--- config.mk ---
export PLATFORM = sky130hd
export DESIGN_NAME = hb_ctrl
export DESIGN_NICKNAME = d
export VERILOG_FILES = /design/src/rtl/hb_pkg.sv /design/src/rtl/hb_ca_gen.sv /design/src/rtl/hb_seq_timer.sv /design/src/rtl/hb_lane_io.sv /design/src/rtl/hb_ctrl.sv
export SDC_FILE = /design/constraint.sdc
export NUM_CORES = 1
export LEC_CHECK = 0
export BUFFER_PORTS_ARGS = -buffer_cell sky130_fd_sc_hd__buf_2
export CORE_ASPECT_RATIO = 0.9
export CORE_MARGIN = 2
export CORE_UTILIZATION = 49
export CTS_CLUSTER_SIZE = 30
export DETAILED_ROUTE_END_ITERATION = 10
export GPL_ROUTABILITY_DRIVEN = 0
export GPL_TIMING_DRIVEN = 0
export HOLD_SLACK_MARGIN = 0.15
export PLACE_DENSITY = 0.78
export SKIP_CTS_REPAIR_TIMING = 1
export SYNTH_ARGS = -nofsm -noshare
export SYNTH_HDL_FRONTEND = slang
export SYNTH_HIERARCHICAL = 1
export SYNTH_SLANG_ARGS = --single-unit
--- constraint.sdc ---
create_clock -name clk -period 9.1 [get_ports clk]
set_input_delay 0.455 -clock clk [delete_from_list [all_inputs] [get_ports clk]]
set_output_delay 0.455 -clock clk [all_outputs]
set_load 0.005 [all_outputs]
--- src/rtl/hb_pkg.sv ---
package hb_pkg;

    // Width of one transfer on the memory data lane.
    localparam int unsigned HB_BYTE_W = 8;

    // Fixed header bit positions, counted from the top of the header word.
    localparam int unsigned HB_RD_OFS    = 1;   // read / not-write flag
    localparam int unsigned HB_LIN_OFS   = 3;   // linear burst flag
    localparam int unsigned HB_LOW_PAD_W = 16;  // zero bits below the word address

endpackage

--- src/rtl/hb_ca_gen.sv ---
module hb_ca_gen
    import hb_pkg::*;
#(
    parameter int unsigned ADDR_W = 32,
    parameter int unsigned CA_W   = 48
) (
    input  logic              rd,
    input  logic [ADDR_W-1:0] addr,
    output logic [CA_W-1:0]   ca
);
    localparam int unsigned WORD_W = ADDR_W - 2;
    localparam int unsigned SLOT_W = CA_W - HB_LIN_OFS - HB_LOW_PAD_W;

    logic [WORD_W-1:0] word_addr;
    logic [ADDR_W-1:0] addr_unused_view;

    assign word_addr        = addr[ADDR_W-1:2];
    assign addr_unused_view = addr;

    always_comb begin
        ca = '0;
        ca[CA_W-HB_RD_OFS]  = rd;
        ca[CA_W-HB_LIN_OFS] = 1'b1;
        for (int i = 0; i < SLOT_W; i++) begin
            if (i < WORD_W) begin
                ca[HB_LOW_PAD_W+i] = word_addr[i];
            end
        end
    end

endmodule

--- src/rtl/hb_seq_timer.sv ---
module hb_seq_timer #(
    parameter int unsigned CW     = 7,
    parameter int unsigned T_LAST = 65
) (
    input  logic          clk,
    input  logic          rst_n,
    input  logic          req,
    output logic          take,
    output logic          act_q,
    output logic          act_d,
    output logic [CW-1:0] cnt_q,
    output logic [CW-1:0] cnt_d,
    output logic          done_q
);
    typedef struct packed {
        logic          act;
        logic          done;
        logic [CW-1:0] cnt;
    } tmr_t;

    localparam logic [CW-1:0] C_LAST = CW'(T_LAST);

    tmr_t s_d, s_q;

    always_comb begin
        s_d      = s_q;
        s_d.done = 1'b0;
        take     = 1'b0;
        if (!s_q.act) begin
            if (req) begin
                take    = 1'b1;
                s_d.act = 1'b1;
                s_d.cnt = '0;
            end
        end else if (s_q.cnt == C_LAST) begin
            s_d.act  = 1'b0;
            s_d.done = 1'b1;
        end else begin
            s_d.cnt = s_q.cnt + 1'b1;
        end
    end

    always_ff @(posedge clk or negedge rst_n) begin
        if (!rst_n) begin
            s_q <= '0;
        end else begin
            s_q <= s_d;
        end
    end

    assign act_q  = s_q.act;
    assign act_d  = s_d.act;
    assign cnt_q  = s_q.cnt;
    assign cnt_d  = s_d.cnt;
    assign done_q = s_q.done;

    // Sequence position advances by exactly one system cycle while running.
    assert_cnt_step_R6: assert property (@(posedge clk) disable iff (!rst_n)
        (act_q && $past(act_q)) |-> (cnt_q == $past(cnt_q) + 1'b1));

    // A fresh transaction always starts from position zero.
    assert_start_zero_R10: assert property (@(posedge clk) disable iff (!rst_n)
        $rose(act_q) |-> (cnt_q == '0));

    // Completion lasts exactly one cycle.
    assert_done_single_R9: assert property (@(posedge clk) disable iff (!rst_n)
        done_q |=> !done_q);

    // Completion and a running sequence never overlap.
    assert_done_idle_R9: assert property (@(posedge clk) disable iff (!rst_n)
        done_q |-> !act_q);

endmodule

--- src/rtl/hb_lane_io.sv ---
module hb_lane_io
    import hb_pkg::*;
#(
    parameter int unsigned CW       = 7,
    parameter int unsigned CA_BYTES = 6,
    parameter int unsigned DATA_W   = 32,
    parameter int unsigned T_CA     = 2,
    parameter int unsigned T_WAIT   = 14,
    parameter int unsigned T_DATA   = 58,
    parameter int unsigned T_TAIL   = 66
) (
    input  logic                          clk,
    input  logic                          rst_n,
    input  logic                          act_d,
    input  logic [CW-1:0]                 cnt_d,
    input  logic                          act_q,
    input  logic [CW-1:0]                 cnt_q,
    input  logic                          we,
    input  logic [CA_BYTES*HB_BYTE_W-1:0] ca,
    input  logic [DATA_W-1:0]             wdata,
    input  logic [HB_BYTE_W-1:0]          dq_in,
    output logic                          mem_clk,
    output logic                          cs_n,
    output logic [HB_BYTE_W-1:0]          dq_out,
    output logic                          dq_oe,
    output logic                          rwds_oe,
    output logic [DATA_W-1:0]             rd_word
);
    localparam int unsigned DBYTES = DATA_W / HB_BYTE_W;
    localparam int unsigned CA_W   = CA_BYTES * HB_BYTE_W;

    localparam logic [CW-1:0] C_CA    = CW'(T_CA);
    localparam logic [CW-1:0] C_WAIT  = CW'(T_WAIT);
    localparam logic [CW-1:0] C_DATA  = CW'(T_DATA);
    localparam logic [CW-1:0] C_TAIL  = CW'(T_TAIL);
    localparam logic [CW-1:0] C_CK0   = CW'(T_CA + 1);
    localparam logic [CW-1:0] C_CKEND = CW'(T_TAIL - 2);

    typedef struct packed {
        logic                 ck;
        logic                 cs_n;
        logic                 dq_oe;
        logic                 rwds_oe;
        logic [HB_BYTE_W-1:0] dq;
        logic [DATA_W-1:0]    rd;
    } lane_t;

    localparam lane_t LANE_RST = '{ck: 1'b0, cs_n: 1'b1, dq_oe: 1'b0,
                                   rwds_oe: 1'b0, dq: '0, rd: '0};

    logic [HB_BYTE_W-1:0] ca_byte [CA_BYTES];
    logic [HB_BYTE_W-1:0] wd_byte [DBYTES];

    for (genvar k = 0; k < CA_BYTES; k++) begin : g_ca_byte
        assign ca_byte[k] = ca[CA_W-1-HB_BYTE_W*k -: HB_BYTE_W];
    end

    for (genvar j = 0; j < DBYTES; j++) begin : g_wd_byte
        assign wd_byte[j] = wdata[DATA_W-1-HB_BYTE_W*j -: HB_BYTE_W];
    end

    lane_t l_d, l_q;
    logic  in_ca, in_dat, in_cs, cap_slot;

    always_comb begin
        in_ca  = act_d && (cnt_d >= C_CA) && (cnt_d < C_WAIT);
        in_dat = act_d && (cnt_d >= C_DATA) && (cnt_d < C_TAIL);
        in_cs  = act_d && (cnt_d >= C_CA) && (cnt_d < C_TAIL);
        cap_slot = act_q && !we && (cnt_q >= C_DATA) && (cnt_q < C_TAIL)
                   && (((cnt_q - C_DATA) & CW'(1)) != '0);

        l_d         = l_q;
        l_d.ck      = act_d && (cnt_d >= C_CK0) && (cnt_d <= C_CKEND)
                      && ((((cnt_d - C_CK0) >> 1) & CW'(1)) == '0);
        l_d.cs_n    = !in_cs;
        l_d.dq_oe   = in_ca || (in_dat && we);
        l_d.rwds_oe = in_dat && we;
        l_d.dq      = '0;
        for (int k = 0; k < CA_BYTES; k++) begin
            if (in_ca && (((cnt_d - C_CA) >> 1) == CW'(k))) begin
                l_d.dq = ca_byte[k];
            end
        end
        for (int j = 0; j < DBYTES; j++) begin
            if (in_dat && we && (((cnt_d - C_DATA) >> 1) == CW'(j))) begin
                l_d.dq = wd_byte[j];
            end
        end
        if (cap_slot) begin
            l_d.rd = {l_q.rd[DATA_W-HB_BYTE_W-1:0], dq_in};
        end
    end

    always_ff @(posedge clk or negedge rst_n) begin
        if (!rst_n) begin
            l_q <= LANE_RST;
        end else begin
            l_q <= l_d;
        end
    end

    assign mem_clk = l_q.ck;
    assign cs_n    = l_q.cs_n;
    assign dq_oe   = l_q.dq_oe;
    assign rwds_oe = l_q.rwds_oe;
    assign dq_out  = l_q.dq;
    assign rd_word = l_q.rd;

    // The memory clock only moves while the device is selected.
    assert_clk_in_cs_R2: assert property (@(posedge clk) disable iff (!rst_n)
        l_q.ck |-> !l_q.cs_n);

    // Every memory clock edge falls in the middle of a held byte.
    assert_byte_hold_R4: assert property (@(posedge clk) disable iff (!rst_n)
        ($rose(l_q.ck) || $fell(l_q.ck)) |-> $stable(l_q.dq));

    // The strobe is only driven together with write data.
    assert_strobe_with_data_R7: assert property (@(posedge clk) disable iff (!rst_n)
        l_q.rwds_oe |-> l_q.dq_oe);

    // The data lane is only driven while selected.
    assert_oe_in_cs_R4: assert property (@(posedge clk) disable iff (!rst_n)
        l_q.dq_oe |-> !l_q.cs_n);

endmodule

--- src/rtl/hb_ctrl.sv ---
module hb_ctrl
    import hb_pkg::*;
#(
    parameter int unsigned ADDR_W   = 32,
    parameter int unsigned DATA_W   = 32,
    parameter int unsigned LEAD_CYC = 2,
    parameter int unsigned CA_BYTES = 6,
    parameter int unsigned LAT_CYC  = 44
) (
    input  logic                 clk,
    input  logic                 rst_n,
    input  logic                 bus_req,
    input  logic                 bus_we,
    input  logic [ADDR_W-1:0]    bus_addr,
    input  logic [DATA_W-1:0]    bus_wdata,
    output logic                 bus_ack,
    output logic [DATA_W-1:0]    bus_rdata,
    output logic                 mem_clk,
    output logic                 mem_cs_n,
    output logic [HB_BYTE_W-1:0] mem_dq_out,
    output logic                 mem_dq_oe,
    input  logic [HB_BYTE_W-1:0] mem_dq_in,
    output logic                 mem_rwds_out,
    output logic                 mem_rwds_oe
);
    localparam int unsigned DBYTES = DATA_W / HB_BYTE_W;
    localparam int unsigned CA_W   = CA_BYTES * HB_BYTE_W;
    localparam int unsigned T_CA   = LEAD_CYC;
    localparam int unsigned T_WAIT = T_CA + 2 * CA_BYTES;
    localparam int unsigned T_DATA = T_WAIT + LAT_CYC;
    localparam int unsigned T_TAIL = T_DATA + 2 * DBYTES;
    localparam int unsigned CW     = $clog2(T_TAIL + 1);

    typedef struct packed {
        logic              we;
        logic [CA_W-1:0]   ca;
        logic [DATA_W-1:0] wd;
    } cap_t;

    logic            take, act_q, act_d, done_q;
    logic [CW-1:0]   cnt_q, cnt_d;
    logic [CA_W-1:0] ca_live;
    cap_t            cap_d, cap_q;

    hb_ca_gen #(
        .ADDR_W (ADDR_W),
        .CA_W   (CA_W)
    ) ca_gen_i (
        .rd   (!bus_we),
        .addr (bus_addr),
        .ca   (ca_live)
    );

    hb_seq_timer #(
        .CW     (CW),
        .T_LAST (T_TAIL - 1)
    ) timer_i (
        .clk    (clk),
        .rst_n  (rst_n),
        .req    (bus_req),
        .take   (take),
        .act_q  (act_q),
        .act_d  (act_d),
        .cnt_q  (cnt_q),
        .cnt_d  (cnt_d),
        .done_q (done_q)
    );

    always_comb begin
        cap_d = cap_q;
        if (take) begin
            cap_d.we = bus_we;
            cap_d.ca = ca_live;
            cap_d.wd = bus_wdata;
        end
    end

    always_ff @(posedge clk or negedge rst_n) begin
        if (!rst_n) begin
            cap_q <= '0;
        end else begin
            cap_q <= cap_d;
        end
    end

    hb_lane_io #(
        .CW       (CW),
        .CA_BYTES (CA_BYTES),
        .DATA_W   (DATA_W),
        .T_CA     (T_CA),
        .T_WAIT   (T_WAIT),
        .T_DATA   (T_DATA),
        .T_TAIL   (T_TAIL)
    ) lane_i (
        .clk     (clk),
        .rst_n   (rst_n),
        .act_d   (act_d),
        .cnt_d   (cnt_d),
        .act_q   (act_q),
        .cnt_q   (cnt_q),
        .we      (cap_q.we),
        .ca      (cap_q.ca),
        .wdata   (cap_q.wd),
        .dq_in   (mem_dq_in),
        .mem_clk (mem_clk),
        .cs_n    (mem_cs_n),
        .dq_out  (mem_dq_out),
        .dq_oe   (mem_dq_oe),
        .rwds_oe (mem_rwds_oe),
        .rd_word (bus_rdata)
    );

    assign bus_ack      = done_q;
    assign mem_rwds_out = 1'b0;

    // Acknowledge comes in the first cycle with the device deselected.
    assert_ack_after_cs_R9: assert property (@(posedge clk) disable iff (!rst_n)
        bus_ack |-> (mem_cs_n && !$past(mem_cs_n)));

    // A deselected device sees no clock and no driven lanes.
    assert_idle_quiet_R1: assert property (@(posedge clk) disable iff (!rst_n)
        mem_cs_n |-> (!mem_dq_oe && !mem_rwds_oe && !mem_clk));

    // No new acceptance while a transaction runs.
    assert_no_reaccept_R10: assert property (@(posedge clk) disable iff (!rst_n)
        (act_q && !$past(take)) |-> $stable(cap_q));

endmodule

==> metrics.txt <==
clk slew on worst S/H paths 0.06 ns; layout cells sized above 1 0.458; adder-cell share of the synthesized area 0.00545; final wirelength 14600 microns; multiplexer share of the synthesized area 0.252; Post-synth EDFFs 0; drt pass-1 iters 4; Primary FF master, synth dfrtp_1; fillers 1011; DRC 0; Die Width 129 microns; Worst Hold Class input port to flip-flop; Seq/Total Area, Yosys 0.487; Critical Path RT 9.38 ns; Iter 0 DRT Violations 262; Post-Synth Simple-Gate Area 0.0657; ANT cells 0; count of input and output buffers 88; Post-Syn Area 6890 sq um; count of distinct cell types in the synthesized netlist 52; vias in the first global route 4409; CP max FO 10; DIE HEIGHT 117 microns; Placed Cells 807; Clock Latency Late Sink 0.42 ns; Rel. slew slack 0.483; FF+latch area 3350 sq um; Worst Path Arrival 3.82 ns; hpwl dp 10500 microns; largest family of logic cells by synthesized area multiplexers; unrepaired setup endpoints after global routing no; Post-synth ARST share 1.00; Least-Margin Pin Slew 0.774 ns; synthesis-stage register bit count 134; FP Rows 41; worst flop-to-flop path startpoint timer_i/cnt_q[1]$_DFF_PN0_; CP startpoint timer_i/cnt_q[1]$_DFF_PN0_; Tcrit/Tclk final 0.388; area delta synth->final 21.3%; Max Cap Viol 0; post-synthesis compound-gate area fraction 0.0781; htree depth 4; multi-input gate area in the final layout 2860 sq um; Pwr per Cell Area 362 nW/um^2; full die area 15000 sq um; largest net degree at the start of global routing 69; drt via density 5.18; final hold violations 0; commonest non-fill, non-tap cells in the layout dfrtp_1, buf_2, mux2_4; IO Pins 122; Post-Synth XOR/XNOR Area 0.00254; P_leak 0.00405 uW; Final nets 713; CP Launch Type flip-flop; DP Worst Slack 5.64 ns; initial antenna violation count 0; DR WL/cell 17.4 microns; outcome finished, final reports clean; Worst IR Drop VDD 0.222 mV; yosys warns 6; Root Driver clkbuf_16; hold path start mem_dq_in[7]; GRT Overall Usage 0.203; first-pass GRT wire length 23200 microns; gr ovfl total 0; CORE AREA 13900 sq um; clk sinks 134; Num CTS Buffers 17; Finished Layout Cells 839; synthesized area per cell 13.5 sq um; Antenna Violating Nets Remaining 0; minimum clock period 3.53 ns; WS Path Type flip-flop to flip-flop; most common cell after layout, fill and taps aside dfrtp_1; clk buf depth 2; Post-Route Skew 0.00702 ns; Setup TNS 0 ns; vias 4345; cell count after synthesis 509; final setup fails 0; min setup slack post-route 5.57 ns; CTS tree yes; Initial Util 0.496; Fmax 283 MHz; fin. max-slew vios 0; crit path capture type flip-flop
-- through the flow --
step	power, uW	util	instance area (sq um)	hold WS, ns
detailed placement	2220	0.552	7670	0.470
global placement	2170	0.549	7630	0.463
floorplan	1880	-	6950	0.159
finish	3030	0.601	8360	0.254
global route	3200	0.601	8360	0.254
CTS	3030	0.601	8350	0.0556
-- area by class of cell --
cell class	count	share of cell area
Timing Repair Buffer	90	0.0579
Inverter	7	0.00314
Multi-Input combinational cell	302	0.342
Tap cell	193	0.0289
Clock buffer	18	0.0513
Sequential cell	134	0.401
Buffer	82	0.0854
Clock inverter	13	0.0304
-- power by group --
| group | switching (uW) | leakage, uW | internal (uW) |
|---|---|---|---|
| combinational | 562 | 0.00206 | 635 |
| sequential | 185 | 0.00167 | 857 |
| clock | 250 | 0.000318 | 539 |
| total | 997 | 0.00405 | 2030 |
-- synthesized netlist by cell type (8+ instances only) --
library cell    n  area [sq um]
a21oi_1         9          45.0
a31oi_1         9          56.3
buf_12          8           160
buf_4          58           435
dfrtp_1       133          3330
mux2_1         35           394
mux2_4         80          1200
mux2i_1        10           100
nand2_1        21          78.8
nor2b_1         9          56.3
o211ai_1        9          67.6
o21ai_0        12          60.1
o22ai_1        24           150
-- worst max-delay path, cell delays in order (launching register included) --
cell and delay, ns:
dfrtp_1 0.41, inv_1 0.10, ha_1 0.13, or4b_4 0.47
o32a_4 0.43, o22ai_1 0.20, buf_4 0.19, buf_2 0.24
mux2_1 0.39, a221o_1 0.33, a31oi_1 0.36, o22ai_1 0.15
-- worst paths after layout --
| kind | endpoint | slack (ns) | cells past startpoint |
|---|---|---|---|
| max | lane_i/dq_out[1]$_DFF_PN0_ | 5.57 | 11 |
| min | lane_i/rd_word[7]$_DFFE_PN0P_ | 0.25 | 2 |
| max reg2reg | lane_i/dq_out[1]$_DFF_PN0_ | 5.57 | 11 |
| min reg2reg | lane_i/rd_word[27]$_DFFE_PN0P_ | 0.49 | 1 |
| max in group asynchronous | cap_q[43]$_DFFE_PN0P_ | 7.74 | 3 |
| min in group asynchronous | cap_q[16]$_DFFE_PN0P_ | 0.60 | 2 |
-- state kept, by name (all words and copies together) (netlist names) --
register        count
lane_i/rd_word     32
lane_i/cs_n         1
lane_i/dq_out       8
cap_q              81
timer_i/act_q       1
lane_i/dq_oe        1
timer_i/done_q      1
timer_i/cnt_q       7
lane_i/rwds_oe      1
lane_i/mem_clk      1
-- routing by layer --
| layer | share of wire | wire [microns] | vias to the layer above | GRT usage |
|---|---|---|---|---|
| li1 | - | - | 2014 | - |
| met1 | 0.46 | 6710 | 2119 | 0.273 |
| met2 | 0.46 | 6660 | 189 | 0.320 |
| met3 | 0.069 | 1000 | 23 | 0.0609 |
| met4 | 0.016 | 234 | 0 | 0.0630 |
| met5 | 0 | 0 | - | 0 |
-- cell families (layout without fill, tap and decap cells) --
group | after synthesis | in the layout
fa+ha+maj | 3 | 3
other cells | 3 | 19
mux | 129 | 129
simple gates | 70 | 70
buf+inv | 89 | 210
flops | 134 | 134
xor+xnor | 2 | 2
compound gates | 79 | 79
No activity file was read; power rests on OpenSTA's default activity.
